$ cat config.mk
export PLATFORM = sky130hd
export DESIGN_NAME = booth_log_mult
export DESIGN_NICKNAME = d
export VERILOG_FILES = /design/src/rtl/blm_pkg.sv /design/src/rtl/booth_cross_pp.sv /design/src/rtl/log_lowpp.sv /design/src/rtl/csa_3to2.sv /design/src/rtl/prefix_adder.sv /design/src/rtl/booth_log_mult.sv
export SDC_FILE = /design/constraint.sdc
export NUM_CORES = 1
export LEC_CHECK = 0
export ABC_AREA = 1
export BUFFER_PORTS_ARGS = -buffer_cell sky130_fd_sc_hd__buf_2
export CAP_MARGIN = 20
export CORE_ASPECT_RATIO = 1.1
export CORE_MARGIN = 5
export CORE_UTILIZATION = 46
export CTS_BUF_LIST = sky130_fd_sc_hd__clkbuf_4 sky130_fd_sc_hd__clkbuf_8
export CTS_CLUSTER_DIAMETER = 100
export DETAILED_ROUTE_END_ITERATION = 8
export GPL_TIMING_DRIVEN = 0
export PLACE_DENSITY = 0.69
export SETUP_SLACK_MARGIN = 0.5
export SLEW_MARGIN = 20
export SYNTH_ARGS = -nofsm -noshare
export SYNTH_HDL_FRONTEND = slang
export SYNTH_HIERARCHICAL = 1
export SYNTH_SLANG_ARGS = --single-unit
$ cat constraint.sdc
create_clock -name clk -period 0.9 [get_ports clk]
set_clock_uncertainty 0.05 [all_clocks]
set_input_delay 0.045 -clock clk [delete_from_list [all_inputs] [get_ports clk]]
set_output_delay 0.045 -clock clk [all_outputs]
set_load 0.02 [all_outputs]
$ cat src/rtl/blm_pkg.sv
`timescale 1ns/1ps
package blm_pkg;

    // Booth digit in sign/magnitude one-hot form: value = (neg ? -1 : 1) * (two ? 2 : one ? 1 : 0)
    typedef struct packed {
        logic neg;
        logic two;
        logic one;
    } bdigit_t;

    // Recode three overlapping bits {b15,b14,b13} into -2*b15 + b14 + b13
    function automatic bdigit_t recode_digit(input logic [2:0] t);
        bdigit_t d;
        d.one = t[1] ^ t[0];
        d.two = (t == 3'b011) | (t == 3'b100);
        d.neg = t[2] & ~(t[1] & t[0]);
        return d;
    endfunction

    // Minimised digit-by-digit product, 4-bit two's complement in {-4..4}
    function automatic logic [3:0] digit_product(input bdigit_t a, input bdigit_t b);
        logic m1, m2, m4, sgn;
        logic [3:0] mag;
        m1  = a.one & b.one;
        m2  = (a.one & b.two) | (a.two & b.one);
        m4  = a.two & b.two;
        sgn = (a.neg ^ b.neg) & (m1 | m2 | m4);
        mag = {1'b0, m4, m2, m1};
        return sgn ? (~mag + 4'd1) : mag;
    endfunction

endpackage

$ cat src/rtl/booth_cross_pp.sv
`timescale 1ns/1ps
module booth_cross_pp
    import blm_pkg::*;
#(
    parameter int LOW = 14,
    parameter int PW  = 32
) (
    input  bdigit_t          dig,
    input  logic [LOW-1:0]   seg,
    output logic [PW-1:0]    row,
    output logic             cin
);
    localparam int UW = PW - LOW;

    logic [UW-1:0] ext;
    logic [UW-1:0] mag;

    always_comb begin
        ext = {{(UW-LOW){seg[LOW-1]}}, seg};
        if (dig.two) begin
            mag = ext << 1;
        end else if (dig.one) begin
            mag = ext;
        end else begin
            mag = '0;
        end
        // only the bits above the alignment point are inverted; the +1 lands at bit LOW
        row = {(dig.neg ? ~mag : mag), {LOW{1'b0}}};
        cin = dig.neg;
    end

endmodule

$ cat src/rtl/log_lowpp.sv
`timescale 1ns/1ps
module log_lowpp #(
    parameter int LOW = 14,
    parameter int PW  = 32
) (
    input  logic [LOW-1:0] x0,
    input  logic [LOW-1:0] y0,
    output logic [PW-1:0]  row_a,
    output logic [PW-1:0]  row_b,
    output logic           neg
);
    localparam int KW = $clog2(LOW);

    logic [LOW-1:0] ax, ay, rx;
    logic [KW-1:0]  kx, ky;
    logic           nz;
    logic [PW-1:0]  pa, pb;

    function automatic logic [KW-1:0] lead_one(input logic [LOW-1:0] v);
        logic [KW-1:0] k;
        k = '0;
        for (int i = 0; i < LOW; i++) begin
            if (v[i]) k = KW'(i);
        end
        return k;
    endfunction

    always_comb begin
        ax  = x0[LOW-1] ? (~x0 + {{(LOW-1){1'b0}}, 1'b1}) : x0;
        ay  = y0[LOW-1] ? (~y0 + {{(LOW-1){1'b0}}, 1'b1}) : y0;
        kx  = lead_one(ax);
        ky  = lead_one(ay);
        nz  = (|ax) & (|ay);
        rx  = ax ^ (LOW'(1) << kx);
        pa  = PW'(ay) << kx;
        pb  = PW'(rx) << ky;
        neg = nz & (x0[LOW-1] ^ y0[LOW-1]);
        if (!nz) begin
            row_a = '0;
            row_b = '0;
        end else begin
            row_a = neg ? ~pa : pa;
            row_b = neg ? ~pb : pb;
        end
    end

endmodule

$ cat src/rtl/csa_3to2.sv
`timescale 1ns/1ps
module csa_3to2 #(
    parameter int W = 32
) (
    input  logic [W-1:0] a,
    input  logic [W-1:0] b,
    input  logic [W-1:0] c,
    output logic [W-1:0] s,
    output logic [W-1:0] cy
);
    logic [W-1:0] maj;

    always_comb begin
        s   = a ^ b ^ c;
        maj = (a & b) | (a & c) | (b & c);
        cy  = {maj[W-2:0], 1'b0};
    end

endmodule

$ cat src/rtl/prefix_adder.sv
`timescale 1ns/1ps
module prefix_adder #(
    parameter int W = 32
) (
    input  logic [W-1:0] a,
    input  logic [W-1:0] b,
    output logic [W-1:0] sum
);
    localparam int N  = W - 1;
    localparam int LV = $clog2(N);

    logic [N-1:0] gv, pv, gn, pn;

    always_comb begin
        gv = a[N-1:0] & b[N-1:0];
        pv = a[N-1:0] ^ b[N-1:0];
        for (int lv = 0; lv < LV; lv++) begin
            gn = gv | (pv & (gv << (1 << lv)));
            pn = pv & ((pv << (1 << lv)) | N'((1 << (1 << lv)) - 1));
            gv = gn;
            pv = pn;
        end
        sum = (a ^ b) ^ {gv, 1'b0};
    end

endmodule

$ cat src/rtl/booth_log_mult.sv
`timescale 1ns/1ps
module booth_log_mult
    import blm_pkg::*;
#(
    parameter int W       = 16,
    parameter int REG_OUT = 1
) (
    input  logic           clk,
    input  logic           rst_n,
    input  logic [W-1:0]   op_a,
    input  logic [W-1:0]   op_b,
    output logic [2*W-1:0] prod
);
    localparam int HI  = 2;
    localparam int LOW = W - HI;
    localparam int PW  = 2 * W;
    localparam int HSH = 2 * LOW;

    typedef struct packed {
        logic [PW-1:0] prod;
    } out_st_t;

    out_st_t st_d;

    bdigit_t        dx, dy;
    logic [3:0]     hh;
    logic [PW-1:0]  row_hh, row_cx, row_cy, row_la, row_lb, row_cr;
    logic           cx_cin, cy_cin, lo_neg;
    logic [PW-1:0]  s1, c1, s2, c2, s3, c3, total;

    always_comb begin
        dx = recode_digit(op_a[W-1:LOW-1]);
        dy = recode_digit(op_b[W-1:LOW-1]);
        hh = digit_product(dx, dy);
    end

    // digit of a times low field of b, and digit of b times low field of a
    booth_cross_pp #(.LOW(LOW), .PW(PW)) cross_x_i (
        .dig (dx),
        .seg (op_b[LOW-1:0]),
        .row (row_cx),
        .cin (cx_cin)
    );

    booth_cross_pp #(.LOW(LOW), .PW(PW)) cross_y_i (
        .dig (dy),
        .seg (op_a[LOW-1:0]),
        .row (row_cy),
        .cin (cy_cin)
    );

    log_lowpp #(.LOW(LOW), .PW(PW)) lowpp_i (
        .x0    (op_a[LOW-1:0]),
        .y0    (op_b[LOW-1:0]),
        .row_a (row_la),
        .row_b (row_lb),
        .neg   (lo_neg)
    );

    // the aligned digit product leaves bits below HSH free for injected carries
    always_comb begin
        row_hh      = PW'($signed(hh)) << HSH;
        row_hh[LOW] = cy_cin;
        row_hh[0]   = lo_neg;
        row_cr      = '0;
        row_cr[LOW] = cx_cin;
        row_cr[0]   = lo_neg;
    end

    csa_3to2 #(.W(PW)) csa0_i (.a(row_hh), .b(row_cx), .c(row_cy), .s(s1), .cy(c1));
    csa_3to2 #(.W(PW)) csa1_i (.a(row_la), .b(row_lb), .c(row_cr), .s(s2), .cy(c2));
    csa_3to2 #(.W(PW)) csa2_i (.a(s1),     .b(c1),     .c(s2),     .s(s3), .cy(c3));

    logic [PW-1:0] s4, c4;
    csa_3to2 #(.W(PW)) csa3_i (.a(s3),     .b(c3),     .c(c2),     .s(s4), .cy(c4));

    prefix_adder #(.W(PW)) final_i (
        .a   (s4),
        .b   (c4),
        .sum (total)
    );

    always_comb begin
        st_d      = '0;
        st_d.prod = total;
    end

    generate
        if (REG_OUT != 0) begin : g_reg
            out_st_t st_q;
            always_ff @(posedge clk or negedge rst_n) begin
                if (!rst_n) begin
                    st_q <= '0;
                end else begin
                    st_q <= st_d;
                end
            end
            assign prod = st_q.prod;
        end else begin : g_comb
            assign prod = st_d.prod;
        end
    endgenerate

endmodule

# ---- Yosys cells after proc, flatten, opt, wreduce, memory -nomap -nowiden
# Index checks and enable logic that the tools add are counted.
dict set report word_totals {
  regBits 32
  inputBits 34
  out_inout_bits 32
}
dict set report op_classes {
  addsub 3
  n_eq_ne 4
  n_shift 3
  n_mux 39
  bitwise 76
  reduce_logical 2
}
# operator n
set ops {}
lappend ops {{$and 31x31->31} 20}
lappend ops {{$or 31x31->31} 13}
lappend ops {{$xor 32x32->32} 9}
lappend ops {{$mux 32} 4}
lappend ops {{$mux 18} 6}
lappend ops {{$not 32->32} 2}
lappend ops {{$shl 14x4->32} 2}
lappend ops {{$and 31x15->31} 2}
lappend ops {{$mux 4} 13}
lappend ops {{$not 18->18} 2}
lappend ops {{$xor 32x15->32} 1}
lappend ops {{$xor 31x31->31} 1}
lappend ops {{$add 14x1->14 const B} 2}
lappend ops {{$mux 14} 2}
lappend ops {{$not 14->14} 2}
lappend ops {{$reduce_or 14->1} 2}
lappend ops {{$mux 3} 8}
lappend ops {{$shl 1x4->14 const A} 1}
lappend ops {{$xor 14x14->14} 1}
lappend ops {{$and 1x1->1} 11}
lappend ops {{$mux 2} 4}
lappend ops {{$eq 3x2->1 const B} 2}
lappend ops {{$eq 3x3->1 const B} 2}
lappend ops {{$or 1x1->1} 5}
lappend ops {{other kinds (5)} 10}

# ---- Depth between registers and ports, before layout
# Gate-level depths: netlist of run 1.
dict set report depth {
  word_depth 42
  mapped_depth 42
}

# ---- Hierarchy
# Netlist of run 1, hierarchy kept.
# module instances cells_per_inst area_each_um2 seq_area_each_um2
set modules_own_cells {}
lappend modules_own_cells {log_lowpp 1 760 3726.1 0.0}
lappend modules_own_cells {csa_3to2 4 42 666.9 0.0}
lappend modules_own_cells {prefix_adder 1 491 2378.5 0.0}
lappend modules_own_cells {booth_cross_pp 2 118 624.3 0.0}
lappend modules_own_cells {booth_log_mult 1 80 1083.5 800.8}

# ---- Worst setup path after synthesis of run 1
# No wires, ideal clock.
dict set report synth_timing {
  path_type {input to register}
  start {input op_a[0]}
  end {register g_reg.st_q, in the netlist prod[30]}
  arrival_time_ps 4671
  slack_ps -3938
  cell_stages 34
  n_path_buf 1
  cell_sequence {inv_1 ha_1 nand4_1 nand2_1 nand2_2 o211ai_2 nand2_2 nor2_4 nand2_2 inv_4 nand4_4 nor2_2 nand2_2 nand2_2 nor2_2 inv_2 buf_2 nand2_1 o21ai_1 inv_1 fa_1 fa_1 fa_1 ha_1 nand2_1 inv_1 nand2_1 nand2_1 nand2_1 nand2_1 a21oi_1 nand2_1 nand2_1 nand2_1}
}
# element line_no
set synth_lines {}
lappend synth_lines {{from (decl)} booth_log_mult.sv:10} ;# input logic [W-1:0] op_a,
lappend synth_lines {{to (signal assigned)} booth_log_mult.sv:95} ;# st_q <= st_d;
lappend synth_lines {{to (decl)} booth_log_mult.sv:90} ;# out_st_t st_q;

==> flow_summary.rst, run 1 <==
.. list-table::
   :header-rows: 1

   * - Metric
     - Value
   * - Total negative setup slack
     - -128.71 ns
   * - Headroom to the max-slew limit
     - between 50% and 60%
   * - Maximum number of pins on one net before global-route repair
     - 33
   * - Post-synthesis area per instance
     - between 6 and 7 um^2
   * - Final setup vio count
     - 33
   * - Highest-count cells in the layout ignoring fill and taps
     - 486 x nand2_1, 183 x inv_1, 156 x buf_4
   * - Placeable Area
     - 23700 um^2
   * - Most common cell after layout, fill and taps aside
     - nand2_1
   * - Violated checks
     - hold timing, setup timing
   * - DR WL/cell
     - roughly 15 um
   * - Net count, final
     - 2206
   * - Root buffer cell
     - clkbuf_8
   * - Total detailed-routing wirelength
     - roughly 36 mm
   * - Std-Cell Rows
     - ~60
   * - Register bit count reported by yosys
     - 32
   * - Type of the most critical hold path
     - in2async
   * - Critical path fanouts, max
     - 9
   * - Hold Slack
     - -0.336 ns
   * - Via-per-instance ratio
     - between 5 and 6
   * - Number of enable-type register cells in the synthesized netlist
     - 0
   * - Count of vias placed by the detailed router
     - around 12000
   * - Die outline area
     - between 20000 and 30000 um^2
   * - Tmin final
     - ~5.2 ns
   * - Number of global-route vias before repair
     - roughly 12000
   * - Layout cells sized above 1
     - 38.9%
   * - First-pass GRT wire length
     - between 50 and 60 mm
   * - Setup crit end kind
     - flop
   * - Vert. Die Dim
     - ~170 um
   * - Iter 0 DRT Violations
     - ~690
   * - Layout Utilization
     - roughly 67%
   * - Residual overflow from global routing
     - 0
   * - Ys flop type
     - dfrtp_1
   * - Ant. Diodes
     - 0
   * - Synthesized cell area
     - 11100 um^2
   * - Yosys synthesis warning count
     - 6
   * - Overall Global Routing Usage
     - about a quarter
   * - Final weighted congestion in routability-driven placement
     - ~0.93
   * - Setup crit start kind
     - input port
   * - Critical Path RT
     - around 1.0 ns
   * - Sink count of the clock tree
     - 32
   * - Number of buffers added by the clock tree synthesis step
     - 5
   * - Slew at the pin closest to its max-slew limit
     - between 0.7 and 0.8 ns
   * - Initial core utilization
     - 46.9%
   * - Async S/R FF share, synth
     - 100%
   * - Maximum clock rate
     - between 150 and 200 MHz
   * - Count of input and output buffers
     - 65
   * - Footprint of the multi-input gates
     - 11100 um^2
   * - Share of the clock period used by the worst path after layout
     - 574%
   * - Part of the Yosys area used for sequential elements
     - 7.21%
   * - Max cap viols
     - 0
   * - Outcome
     - finished with violations
   * - Clk pin slew, worst setup/hold paths
     - 0.06 ns
   * - Worst path max stage delay
     - approximately 0.58 ns
   * - Final standard cell count with taps included and fillers excluded
     - around 2300
   * - Boundary pin count
     - 66
   * - Area taken by flip-flops and latches
     - 801 um^2
   * - Die span in x
     - between 150 and 200 um
   * - Class of the most critical setup path
     - in2reg
   * - Final count of pins violating max slew
     - 0
   * - Number of cells after detailed placement
     - between 2000 and 2500
   * - Worst-path cell with the longest stage delay
     - fa_1
   * - Synthesis-to-layout area growth
     - 42.3%
   * - Number of filler cells placed in the layout
     - between 2000 and 2500
   * - H-tree levels
     - 2
   * - Gate Count Post-Synth
     - ~1700
   * - Setup repair after global routing missed its margin
     - true
   * - Iteration count of the initial detailed-routing pass
     - 7
   * - DRC violation count after routing
     - 0
   * - Post-route antenna net violation count
     - 0
   * - Detailed placement HPWL
     - ~28 mm
   * - Max Root-Sink Buffers
     - 2
   * - Number of flip-flops under the largest register name
     - 32
   * - Worst Slack Setup Final
     - -4.27 ns
   * - Number of distinct library cells after synthesis
     - 46
   * - Arrival time at the worst endpoint
     - 5.28 ns
   * - TritonCTS clock tree
     - done
   * - Final Hold Violating Endpoints
     - 32
   * - Number of antenna violations at the first check in global routing
     - 0
==> routing by layer <==
| layer | GRT usage [%] | up-vias | wire length, um |
|---|---|---|---|
| li1 | - | 5816 | - |
| met1 | 32.0 | 5553 | 14700 |
| met2 | 46.5 | 344 | 18300 |
| met3 | 1.43 | 68 | 1340 |
| met4 | 7.29 | 0 | 1230 |
| met5 | 0 | - | 0 |
==> final timing paths <==
check	startpoint	end	slack [ns]	depth (start not counted)
max in group asynchronous	rst_n	prod[23]$_DFF_PN0_	0.84	1
worst max-delay path	op_a[0]	prod[15]$_DFF_PN0_	-4.27	38
min in group clk	prod[15]$_DFF_PN0_	prod[15]	0.72	1
worst min-delay path	rst_n	prod[0]$_DFF_PN0_	-0.34	1
==> cell usage after synthesis, types with 10 or more instances <==
library cell | number | area [um^2]
nor2_1 | 91 | 342
nand4_1 | 23 | 144
fa_1 | 125 | 2500
inv_2 | 22 | 82.6
o21ai_1 | 59 | 295
nand2_2 | 29 | 181
nand3_1 | 195 | 976
nor2_2 | 11 | 68.8
nand2_1 | 622 | 2330
dfrtp_1 | 32 | 801
inv_1 | 220 | 826
buf_2 | 17 | 85.1
ha_1 | 39 | 488
buf_4 | 57 | 428
nand2_4 | 11 | 124
buf_6 | 10 | 113
nand3_2 | 23 | 230
o21ai_0 | 18 | 90.1
xor2_1 | 33 | 289
a21oi_1 | 25 | 125
==> timing repair <==
action,CTS,global route
endpoints found under the hold margin,32,32
pin swaps,175,93
setup endpoints to repair,64,96
cloned,6,2
setup buffers,90,21
resized for setup,367,144
==> final cells by class <==
| cell class | count | area share (%) |
|---|---|---|
| clock inverter | 2 | 0.222 |
| multi-input combinational | 1445 | 70.0 |
| sequential | 32 | 5.07 |
| inverter | 246 | 6.35 |
| buffer | 95 | 5.05 |
| timing repair buffer | 183 | 10.4 |
| clock buffer | 6 | 0.483 |
| tap | 305 | 2.41 |
==> critical path, delay by kind of cell <==
kind	cells	cell delay (ns)
AND/OR/NAND/NOR	21	1.86
AO/OA/AOI/OAI	4	0.53
buffers and inverters	7	0.73
adder cells (fa/ha/maj)	5	1.94
XOR/XNOR	1	0.15
==> logic make-up (layout without fill, tap and decap cells) <==
kind of cell	Yosys count	in the layout	synth area share, %
AO/OA/AOI/OAI	123	123	6.42
XOR/XNOR	38	38	3.27
adder cells (fa/ha/maj)	164	164	26.9
buffers and inverters	341	532	14.4
flip-flops	32	32	7.21
multiplexers	1	1	0.0901
other	7	89	0.237
AND/OR/NAND/NOR	1029	1030	41.5
==> metrics by stage <==
step           cell area (um^2)  worst slack [ns]
6_report                  15800             -4.27
5_1_grt                   15800             -4.46
4_1_cts                   15100             -3.99
3_5_place_dp              12900             -4.70
3_3_place_gp              12900             -4.64
2_1_floorplan             12100             -3.66
Power of run 1 is left out: the tool's default activity adds up to more than one toggle a clock period on the data nets, which glitch-free logic cannot reach.
==> run 2: changes to the inputs <==
--- a/config.mk
+++ b/config.mk
@@ -6,5 +6,4 @@
 export NUM_CORES = 1
 export LEC_CHECK = 0
-export ABC_AREA = 1
 export BUFFER_PORTS_ARGS = -buffer_cell sky130_fd_sc_hd__buf_2
 export CAP_MARGIN = 20
@@ -17,4 +16,5 @@
 export GPL_TIMING_DRIVEN = 0
 export PLACE_DENSITY = 0.69
+export REMOVE_ABC_BUFFERS = 1
 export SETUP_SLACK_MARGIN = 0.5
 export SLEW_MARGIN = 20
==> constraint.sdc (replaced) <==
create_clock -name clk -period 0.9 [get_ports clk]
set_clock_uncertainty 0.05 [all_clocks]
set_input_delay 0.09 -clock clk [delete_from_list [all_inputs] [get_ports clk]]
set_output_delay 0.09 -clock clk [all_outputs]
set_load 0.02 [all_outputs]
==> flow_summary.rst, run 2 <==
.. list-table::
   :header-rows: 1

   * - Metric
     - Value
   * - Largest voltage drop on the vdd net
     - 5.21 mV
   * - Type of the most critical hold path
     - in2async
   * - Boundary pin count
     - between 60 and 70
   * - Maximum clock rate
     - ~150 MHz
   * - Yosys synthesis warning count
     - 6
   * - Headroom to the max-slew limit
     - between 30% and 40%
   * - Sink count of the clock tree
     - 32
   * - TritonCTS clock tree
     - done
   * - Simple-Gate Fraction of Synth Area
     - about 20%
   * - Share of the synthesized area in the top cell type
     - a little under a quarter
   * - Register bit count reported by yosys
     - 32
   * - Maximum number of pins on one net before global-route repair
     - 58
   * - H-tree levels
     - 2
   * - Final setup vio count
     - 64
   * - Class of the most critical setup path
     - in2reg
   * - Clk pin slew, worst setup/hold paths
     - approximately 0.070 ns
   * - Iteration count of the initial detailed-routing pass
     - 5
   * - Ys flop type
     - dfrtp_1
   * - Pre-CTS setup slack
     - -9.17 ns
   * - Gate Count Post-Synth
     - 1199
   * - Synthesized-area fraction occupied by ao, oa, aoi and oai cells
     - about a fifth
   * - Die span in x
     - approximately 160 um
   * - Slew at the pin closest to its max-slew limit
     - ~0.9 ns
   * - Post-synthesis area per instance
     - 8.91 um^2
   * - Number of flip-flops under the largest register name
     - 32
   * - Die outline area
     - about 26000 um^2
   * - Via-per-instance ratio
     - slightly above 6
   * - Largest cells by area after synthesis
     - fa_1 23%, dfrtp_1 7.5%, mux2i_1 6.7%
   * - Root buffer cell
     - clkbuf_8
   * - Setup crit end kind
     - flop
   * - Max Root-Sink Buffers
     - 2
   * - Number of antenna violations at the first check in global routing
     - 0
   * - Critical path fanouts, max
     - 13
   * - Hold Slack
     - -0.334 ns
   * - Number of global-route vias before repair
     - about 10000
   * - Count of vias placed by the detailed router
     - approximately 10000
   * - Overall Global Routing Usage
     - between 20% and 30%
   * - First-pass GRT wire length
     - approximately 53 mm
   * - Total leakage power
     - between 5 and 6 nW
   * - Main combinational cell family by area after synthesis
     - adder cells
   * - Highest-count cells in the layout ignoring fill and taps
     - 128 x buf_4, 123 x fa_1, 88 x conb_1
   * - Std-Cell Rows
     - 58
   * - DR WL/cell
     - approximately 21 um
   * - Power density over the cells
     - approximately 4600 nW/um^2
   * - Critical path endpoint
     - prod[25]$_DFF_PN0_
   * - Count leader, synth
     - fa_1
   * - Xor/xnor cell area share of the yosys netlist
     - roughly 6.5%
   * - Library cell occupying the most area in the post-synthesis netlist
     - fa_1
   * - DRC violation count after routing
     - 0
   * - Number of distinct library cells after synthesis
     - just under 90
   * - Final Hold Violating Endpoints
     - 32
   * - Number of enable-type register cells in the synthesized netlist
     - 0
   * - Most prevalent standard cell on the critical path
     - fa_1
   * - Synthesized cell area
     - approximately 11000 um^2
   * - Part of the Yosys area used for sequential elements
     - approximately 7.5%
   * - Detailed placement HPWL
     - between 20 and 25 mm
   * - Share of the clock period used by the worst path after layout
     - 734%
   * - Total detailed-routing wirelength
     - about 35 mm
   * - Arrival time at the worst endpoint
     - ~6.8 ns
   * - Worst Slack Setup Final
     - -5.71 ns
   * - Setup crit start kind
     - input port
   * - Final weighted congestion in routability-driven placement
     - between 0.8 and 0.9
   * - Async S/R FF share, synth
     - 100%
   * - Tmin final
     - between 6 and 7 ns
   * - Ant. Diodes
     - 0
   * - Layout cells sized above 1
     - 38.0%
   * - Net count, final
     - between 1500 and 2000
   * - Most common cell after layout, fill and taps aside
     - buf_4
   * - Violated checks
     - hold timing, setup timing
   * - Placeable Area
     - roughly 23000 um^2
   * - Final count of pins violating max slew
     - 0
   * - Share of synthesized area spent on multiplexers
     - between 8 and 9%
   * - Launch point of the critical path
     - op_a[4]
   * - Adder and majority gate portion of the synthesized area
     - 28.0%
   * - Post-route antenna net violation count
     - 0
   * - Worst path max stage delay
     - approximately 0.64 ns
   * - Vert. Die Dim
     - 170 um
   * - Worst-path cell with the longest stage delay
     - or4_4
   * - Residual overflow from global routing
     - 0
   * - Iter 0 DRT Violations
     - 941
   * - Synthesis-to-layout area growth
     - 32.9%
   * - Number of buffers added by the clock tree synthesis step
     - 5
   * - Setup repair after global routing missed its margin
     - true
   * - Initial core utilization
     - between 40% and 50%
   * - Outcome
     - finished with violations
   * - Count of input and output buffers
     - between 60 and 70
   * - Max cap viols
     - 0
   * - Top cells by count, synth
     - 125 x fa_1, 89 x a21oi_1, 71 x mux2i_1
   * - Critical Path RT
     - 1.08 ns
==> run 2: changes by cell type after synthesis, moves of 29 or more <==
cell,change
a21oi_1,+64
and3_1,+38
clkbuf_1,+29
inv_1,-189
mux2i_1,+70
nand2_1,-560
nand2_2,-29
nand3_1,-172
nand3b_1,+30
o21ai_0,+45
o21ai_1,-48
xnor2_1,+35
==> run 2: how the worst min path moves through the flow <==
stage	startpoint	endpoint	depth (start not counted)
2_1_floorplan	rst_n	prod[0]$_DFF_PN0_	0
3_3_place_gp	rst_n	prod[7]$_DFF_PN0_	1
3_5_place_dp	rst_n	prod[7]$_DFF_PN0_	1
4_1_cts	rst_n	prod[7]$_DFF_PN0_	1
5_1_grt	rst_n	prod[2]$_DFF_PN0_	1
6_report	rst_n	prod[6]$_DFF_PN0_	1
==> run 2: worst max-delay path, delay by kind of cell <==
| kind | cells | cell delay (ns) |
|---|---|---|
| AOI/OAI and AO/OA | 7 | 1.58 |
| xor gates and xnor gates | 2 | 0.40 |
| adders and majority gates | 4 | 1.74 |
| buffers and inverters | 3 | 0.49 |
| muxes | 1 | 0.30 |
| and+or+nand+nor | 9 | 2.15 |
==> run 2: per-stage QoR <==
step	TNS, ns	power, mW	cell area, um^2	cells	util, %
final	-167.22	65.2	14200	1680	62.1
after global routing	-172.99	69.6	14200	1680	62.1
after CTS	-160.69	57.6	13300	1637	58.3
after detailed placement	-270.07	43.3	11000	1521	47.9
after global placement	-302.91	42.7	10900	1519	47.6
after floorplan	-224.62	34.7	10200	1154	-
==> run 2: repair_timing <==
item	in CTS	in global routing
endpoints found under the hold margin	32	32
buffers inserted	101	43
pin swaps	103	78
gates resized for setup	315	119
gates cloned	7	0
endpoints found under the setup margin	96	64
==> run 2: kinds of logic (layout without fill, tap and decap cells) <==
| group | count (synthesis) | in the layout |
|---|---|---|
| and+or+nand+nor | 360 | 363 |
| AOI/OAI and AO/OA | 322 | 325 |
| adders and majority gates | 164 | 164 |
| buffers and inverters | 157 | 251 |
| muxes | 85 | 85 |
| xor gates and xnor gates | 72 | 72 |
| DFF | 32 | 32 |
| other | 7 | 88 |
==> run 2: cell type report <==
type,count,area (um^2)
clock inverters,3,42.5
fillers,1740,8670
multi-input cells,1097,10900
repair buffers,212,1830
flip-flops and latches,32,801
clock buffers,5,68.8
inverters,31,129
well taps,300,375
==> run 2: routing by layer <==
layer	routed length (um)	GRT usage (%)	up-vias
li1	-	-	4604
met5	0	0	-
met2	17400	43.9	579
met4	2260	10.8	0
met3	2450	2.75	202
met1	12600	29.6	5061
==> run 2: report_power, final <==
part | leakage (nW) | total (mW) | switching, mW | internal, mW
Combinational | 5.41 | 60.7 | 31.8 | 28.9
Clock | 0.0541 | 1.41 | 0.595 | 0.818
Sequential | 0.372 | 3.13 | 0.329 | 2.80
Note: power is estimated with default switching activity, not from simulation.
